File: config.mk
export PLATFORM = sky130hd
export DESIGN_NAME = cplx_rot3
export DESIGN_NICKNAME = d
export VERILOG_FILES = /design/src/rtl/cplx_rot3_pkg.sv /design/src/rtl/cplx_rot3_pre.sv /design/src/rtl/cplx_rot3_mul.sv /design/src/rtl/cplx_rot3_post.sv /design/src/rtl/cplx_rot3.sv
export SDC_FILE = /design/constraint.sdc
export NUM_CORES = 2
export LEC_CHECK = 0
export ABC_AREA = 1
export BUFFER_PORTS_ARGS = -buffer_cell sky130_fd_sc_hd__buf_4
export CORE_ASPECT_RATIO = 1.4
export CORE_MARGIN = 2
export CORE_UTILIZATION = 40
export DETAILED_ROUTE_END_ITERATION = 10
export MAX_ROUTING_LAYER = met4
export PLACE_DENSITY = 0.55
export SLEW_MARGIN = 20
export SYNTH_ARGS = -nofsm -noshare
export SYNTH_HDL_FRONTEND = slang
export SYNTH_SLANG_ARGS = --single-unit
export TNS_END_PERCENT = 1
File: constraint.sdc
create_clock -name clk -period 9.1 [get_ports clk]
set_clock_uncertainty 0.2 [all_clocks]
set_input_delay 1.365 -clock clk [delete_from_list [all_inputs] [get_ports clk]]
set_output_delay 1.365 -clock clk [all_outputs]
set_load 0.05 [all_outputs]
File: src/rtl/cplx_rot3_pkg.sv
package cplx_rot3_pkg;
   // overflow handling of the output stage
   typedef enum logic {
      OVF_SAT  = 1'b0,   // symmetric clamp
      OVF_WRAP = 1'b1    // two's complement wrap
   } ovf_mode_e;
endpackage

File: src/rtl/cplx_rot3_pre.sv
// Stage 1: the three pre-adders, with the operands carried forward.
module cplx_rot3_pre #(
   parameter int DW = 16,
   parameter int CW = 16
) (
   input  logic                 clk,
   input  logic                 rst_n,
   input  logic                 vld_i,
   input  logic signed [DW-1:0] xr_i,
   input  logic signed [DW-1:0] xi_i,
   input  logic signed [CW-1:0] cr_i,
   input  logic signed [CW-1:0] ci_i,
   output logic                 vld_o,
   output logic signed [DW:0]   xsum_o,   // xr + xi
   output logic signed [CW:0]   csum_o,   // cos + sin
   output logic signed [CW:0]   cdif_o,   // sin - cos
   output logic signed [DW-1:0] xr_o,
   output logic signed [DW-1:0] xi_o,
   output logic signed [CW-1:0] cr_o
);
   always_ff @(posedge clk or negedge rst_n) begin
      if (!rst_n) begin
         vld_o  <= 1'b0;
         xsum_o <= '0;
         csum_o <= '0;
         cdif_o <= '0;
         xr_o   <= '0;
         xi_o   <= '0;
         cr_o   <= '0;
      end else begin
         vld_o <= vld_i;
         if (vld_i) begin
            xsum_o <= (DW+1)'(xr_i) + (DW+1)'(xi_i);
            csum_o <= (CW+1)'(cr_i) + (CW+1)'(ci_i);
            cdif_o <= (CW+1)'(ci_i) - (CW+1)'(cr_i);
            xr_o   <= xr_i;
            xi_o   <= xi_i;
            cr_o   <= cr_i;
         end
      end
   end
endmodule

File: src/rtl/cplx_rot3_mul.sv
// Stage 2: the three real products.
module cplx_rot3_mul #(
   parameter int DW = 16,
   parameter int CW = 16,
   localparam int PW = DW + CW + 1
) (
   input  logic                 clk,
   input  logic                 rst_n,
   input  logic                 vld_i,
   input  logic signed [DW:0]   xsum_i,
   input  logic signed [CW:0]   csum_i,
   input  logic signed [CW:0]   cdif_i,
   input  logic signed [DW-1:0] xr_i,
   input  logic signed [DW-1:0] xi_i,
   input  logic signed [CW-1:0] cr_i,
   output logic                 vld_o,
   output logic signed [PW-1:0] k1_o,   // shared by both lanes
   output logic signed [PW-1:0] k2_o,
   output logic signed [PW-1:0] k3_o
);
   logic signed [PW-1:0] p1, p2, p3;

   always_comb begin
      p1 = PW'(cr_i) * PW'(xsum_i);
      p2 = PW'(xi_i) * PW'(csum_i);
      p3 = PW'(xr_i) * PW'(cdif_i);
   end

   always_ff @(posedge clk or negedge rst_n) begin
      if (!rst_n) begin
         vld_o <= 1'b0;
         k1_o  <= '0;
         k2_o  <= '0;
         k3_o  <= '0;
      end else begin
         vld_o <= vld_i;
         if (vld_i) begin
            k1_o <= p1;
            k2_o <= p2;
            k3_o <= p3;
         end
      end
   end
endmodule

File: src/rtl/cplx_rot3_post.sv
// Stage 3: post-adders, rounding and the output fit.
module cplx_rot3_post
   import cplx_rot3_pkg::*;
#(
   parameter int        DW  = 16,
   parameter int        CW  = 16,
   parameter ovf_mode_e OVF = OVF_SAT,
   localparam int PW = DW + CW + 1
) (
   input  logic                 clk,
   input  logic                 rst_n,
   input  logic                 vld_i,
   input  logic signed [PW-1:0] k1_i,
   input  logic signed [PW-1:0] k2_i,
   input  logic signed [PW-1:0] k3_i,
   output logic                 vld_o,
   output logic signed [DW-1:0] yr_o,
   output logic signed [DW-1:0] yi_o
);
   localparam int SW = PW + 1;
   localparam int FR = CW - 1;
   localparam logic signed [SW-1:0] HALF = SW'(2 ** (FR - 1));
   localparam logic signed [SW-1:0] MAXV = SW'((2 ** (DW - 1)) - 1);
   localparam logic signed [SW-1:0] MINV = -MAXV;

   logic signed [SW-1:0] sr, si, rr, ri;
   logic signed [DW-1:0] fr, fi;

   always_comb begin
      sr = SW'(k1_i) - SW'(k2_i);
      si = SW'(k1_i) + SW'(k3_i);
      rr = (sr + HALF) >>> FR;
      ri = (si + HALF) >>> FR;
   end

   if (OVF == OVF_SAT) begin : g_sat
      function automatic logic signed [DW-1:0] clamp(input logic signed [SW-1:0] v);
         if (v > MAXV)      return MAXV[DW-1:0];
         else if (v < MINV) return MINV[DW-1:0];
         else               return v[DW-1:0];
      endfunction
      always_comb begin
         fr = clamp(rr);
         fi = clamp(ri);
      end
   end else begin : g_wrap
      always_comb begin
         fr = rr[DW-1:0];
         fi = ri[DW-1:0];
      end
   end

   always_ff @(posedge clk or negedge rst_n) begin
      if (!rst_n) begin
         vld_o <= 1'b0;
         yr_o  <= '0;
         yi_o  <= '0;
      end else begin
         vld_o <= vld_i;
         if (vld_i) begin
            yr_o <= fr;
            yi_o <= fi;
         end
      end
   end
endmodule

File: src/rtl/cplx_rot3.sv
// Complex rotator with three real multipliers.
module cplx_rot3
   import cplx_rot3_pkg::*;
#(
   parameter int        DW  = 16,
   parameter int        CW  = 16,
   parameter ovf_mode_e OVF = OVF_SAT
) (
   input  logic          clk,
   input  logic          rst_n,
   input  logic          in_vld,
   input  logic [DW-1:0] x_re,
   input  logic [DW-1:0] x_im,
   input  logic [CW-1:0] c_cos,
   input  logic [CW-1:0] c_sin,
   output logic          out_vld,
   output logic [DW-1:0] y_re,
   output logic [DW-1:0] y_im
);
   localparam int PW = DW + CW + 1;

   if (DW < 4 || DW > 31) begin : g_bad_dw
      $error("cplx_rot3: DW must lie in 4..31");
   end
   if (CW < 4 || CW > 31) begin : g_bad_cw
      $error("cplx_rot3: CW must lie in 4..31");
   end

   logic                 v1, v2;
   logic signed [DW:0]   xsum;
   logic signed [CW:0]   csum, cdif;
   logic signed [DW-1:0] xr1, xi1;
   logic signed [CW-1:0] cr1;
   logic signed [PW-1:0] k1, k2, k3;
   logic signed [DW-1:0] yr, yi;

   cplx_rot3_pre #(.DW(DW), .CW(CW)) u_pre (
      .clk(clk), .rst_n(rst_n), .vld_i(in_vld),
      .xr_i($signed(x_re)), .xi_i($signed(x_im)),
      .cr_i($signed(c_cos)), .ci_i($signed(c_sin)),
      .vld_o(v1), .xsum_o(xsum), .csum_o(csum), .cdif_o(cdif),
      .xr_o(xr1), .xi_o(xi1), .cr_o(cr1)
   );

   cplx_rot3_mul #(.DW(DW), .CW(CW)) u_mul (
      .clk(clk), .rst_n(rst_n), .vld_i(v1),
      .xsum_i(xsum), .csum_i(csum), .cdif_i(cdif),
      .xr_i(xr1), .xi_i(xi1), .cr_i(cr1),
      .vld_o(v2), .k1_o(k1), .k2_o(k2), .k3_o(k3)
   );

   cplx_rot3_post #(.DW(DW), .CW(CW), .OVF(OVF)) u_post (
      .clk(clk), .rst_n(rst_n), .vld_i(v2),
      .k1_i(k1), .k2_i(k2), .k3_i(k3),
      .vld_o(out_vld), .yr_o(yr), .yi_o(yi)
   );

   assign y_re = yr;
   assign y_im = yi;
endmodule

==> impl_metrics.tcl <==
set metrics [dict create \
    drc 0 \
    finalWirelength_um 143000 \
    drtPass1Iterations 6 \
    grt_pass1_wl_um 227000 \
    synthSimpleGateAreaFrac 0.185 \
    grt_pass1_vias 40504 \
    utilization 0.426 \
    whs_endpoint "u_mul.k3_o[4]" \
    slew_viol_final 0 \
    status "completed" \
    worstSkewPairLatency_ns 0.63 \
    grt_use_total 0.248 \
    finalSetupViolations 0 \
    min_path_cells 2 \
    r2r-end "u_mul.k3_o[32]" \
    hp-start "u_mul.k3_o[4]" \
    core_sq_um 119000 \
    cts_tree "done" \
    synth-adder-area-share 0.460 \
    synth-seq-cells 232 \
    layout_common_cells "1,641 x inv_1, 1,640 x nand2_1, 831 x fa_1" \
    async_reset_ff_frac 1.00 \
    r2r-start "u_pre.xr_o[1]" \
    crit_type "reg2reg" \
    finalHoldViolCount 0 \
    maxUsedRoutingLayer "met4" \
    initial_core_util 0.402 \
    yosys_warnings 0 \
    endpoint_kind "flop" \
    h-tree-depth 1 \
    synth_top_family_by_area "adder cells" \
    synth_area_sq_um 47800 \
    antenna_found_initial 0 \
    wl_met2_um 69000 \
    ys_seq_area_frac 0.121 \
    drtAntennaViolNets 0 \
    nNetsFinal 7472 \
    dp_slack_ns 2.39 \
    cts.sinks 232 \
    regToRegSetupSlack_ns 2.35 \
    fin_crit_ns 6.75 \
    wl_met1_um 60200 \
    wl_met3_um 7350 \
    routed_via_density 4.88 \
    worstPathRequired_ns 9.35 \
    synth_area_leaders "fa_1 35%, inv_1 13%, nand2_1 13%" \
    pin_count 100 \
    setup-tns-final_ns 0 \
    rows 150 \
    synth.avg_cell_area_sq_um 7.64 \
    die_w_um 296 \
    synth_edf_count 0 \
    synthesis.nets 7581 \
    synth_compound_area_frac 0.0642 \
    syn2layout_area_growth_pct 6.14 \
    cap_violations 0 \
    relSlewSlack 0.287 \
    r2r_cells 19 \
    layout-drive-gt1-share 0.0405 \
    wl_per_cell_um 18.4 \
    grt_overflow 0 \
    synthCells 6257 \
    worstPathMaxFanout 18 \
    clockBufferDepth 3 \
    dieArea_sq_um 122000 \
    cts_root_buf "clkbuf_16" \
    hp-class "reg2reg" \
    synth_flop_cell "dfrtp_1" \
    cts.repair.resized 0 \
    grt_setup_unrepaired "no" \
    gp_congestion 0.971 \
    yosysTopAreaCell "fa_1" \
    cp_data_arrival_time_ns 7.00 \
    crit_path_start_kind "flop" \
    cts_hold_buffers 0 \
    clk_pin_slew_ns 0.08 \
    post_cts_buffers 0 \
    muxShareOfSynthArea 0 \
    dr_total_vias 37874 \
    finalCritPeriodShare 0.742 \
    fmax_mhz 148 \
    yosysUniqueCellTypes 55 \
    io_buffer_count 99 \
    worstMarginPinSlew_ns 1.07 \
    cts_made_buffers 30 \
    diodes 0 \
    die_h_um 413 \
    hpwl_um 118000 \
    layout_setup_ws_ns 2.35 \
    synth_top_area_frac 0.348 \
    grt_max_degree 99 \
    fill_cells 12416 \
    layout_commonest_cell "inv_1" \
    drtIter0Drc 2229 \
    synth-xor-area-share 0.0203 \
]
cell families (layout without fill, tap and decap cells):
group / after synthesis / after routing
AO/OA/AOI/OAI: 549 / 549
AND/OR/NAND/NOR: 2209 / 2209
adder cells (fa/ha/maj): 1257 / 1257
XOR/XNOR: 108 / 108
buffers and inverters: 1902 / 1816
flip-flops: 232 / 232
area by class of cell:
cell class	count	area, sq um	area share
multi-input combinational	4123	34800	0.686
inverter	1647	6180	0.122
sequential	232	5810	0.114
tap	1596	2000	0.0394
timing repair buffer	114	863	0.0170
clock buffer	39	856	0.0169
clock inverter	16	199	0.00392
synth_stat cells, types with 4 or more instances:
cell type,count
a21boi_0,5
a21o_1,11
a21oi_1,220
a221oi_1,4
a31oi_1,43
buf_1,12
clkbuf_1,238
dfrtp_1,232
fa_1,831
ha_1,426
inv_1,1643
inv_2,4
nand2_1,1640
nand2_2,14
nand3_1,137
nand3b_1,13
nand4_1,24
nor2_1,284
nor2_2,9
nor3_1,36
nor4_1,8
o211ai_1,6
o21a_1,8
o21ai_0,186
o21ai_1,9
o21ai_2,6
o21bai_1,23
o31ai_1,9
or2_2,34
xnor2_1,56
xor2_1,49
routing by layer:
layer | vias up | global-route usage
met2 | 975 | 0.417
met3 | 238 | 0.0268
met4 | 0 | 0.0918
met1 | 18567 | 0.308
met5 | - | -
li1 | 18094 | -
worst max-delay path by stage:
stage / from / endpoint / slack, ns / cells after the start
after floorplan: u_pre.xsum_o[16] / u_mul.k1_o[32] / 3.02 / 21
after global placement: u_pre.xr_o[1] / u_mul.k3_o[32] / 2.48 / 19
after detailed placement: u_pre.cr_o[1] / u_mul.k1_o[32] / 2.39 / 19
after CTS: u_pre.xr_o[1] / u_mul.k3_o[29] / 2.35 / 19
after global routing: u_pre.xr_o[1] / u_mul.k3_o[32] / 1.91 / 19
final: u_pre.xr_o[1] / u_mul.k3_o[32] / 2.35 / 19
sequential cells by signal (all words and copies together) (netlist names):
signal / cells
u_mul.k1_o: 33
u_mul.k2_o: 33
u_mul.k3_o: 33
u_mul.vld_o: 1
u_post.vld_o: 1
u_post.yi_o: 16
u_post.yr_o: 16
u_pre.cdif_o: 17
u_pre.cr_o: 16
u_pre.csum_o: 16
u_pre.vld_o: 1
u_pre.xi_o: 16
u_pre.xr_o: 16
u_pre.xsum_o: 17
per-stage QoR:
stage / hold slack [ns] / cells / cell area, sq um
finish: 0.279 / 7767 / 50700
global route: 0.309 / 7767 / 50700
CTS: 0.285 / 7767 / 50700
detailed placement: 0.272 / 7712 / 49700
global placement: 0.270 / 7712 / 49700
floorplan: 0.152 / 6257 / 47800
critical path, cell delays in order, from the launching register on:
cell and delay, ns:
dfrtp_1 0.90, nand2_1 0.21, inv_1 0.16, fa_1 0.54, fa_1 0.90, fa_1 0.53
fa_1 0.50, fa_1 0.48, inv_1 0.04, fa_1 0.47, inv_1 0.04, ha_1 0.34
a21oi_1 0.19, o21ai_0 0.15, a21oi_1 0.14, nand3_1 0.14, a211o_1 0.28, o21ai_0 0.09
xor2_1 0.16, o21ai_0 0.08
Power is not shown: default switching activity piles up to over one toggle a cycle in this logic, so the estimate is an artifact.
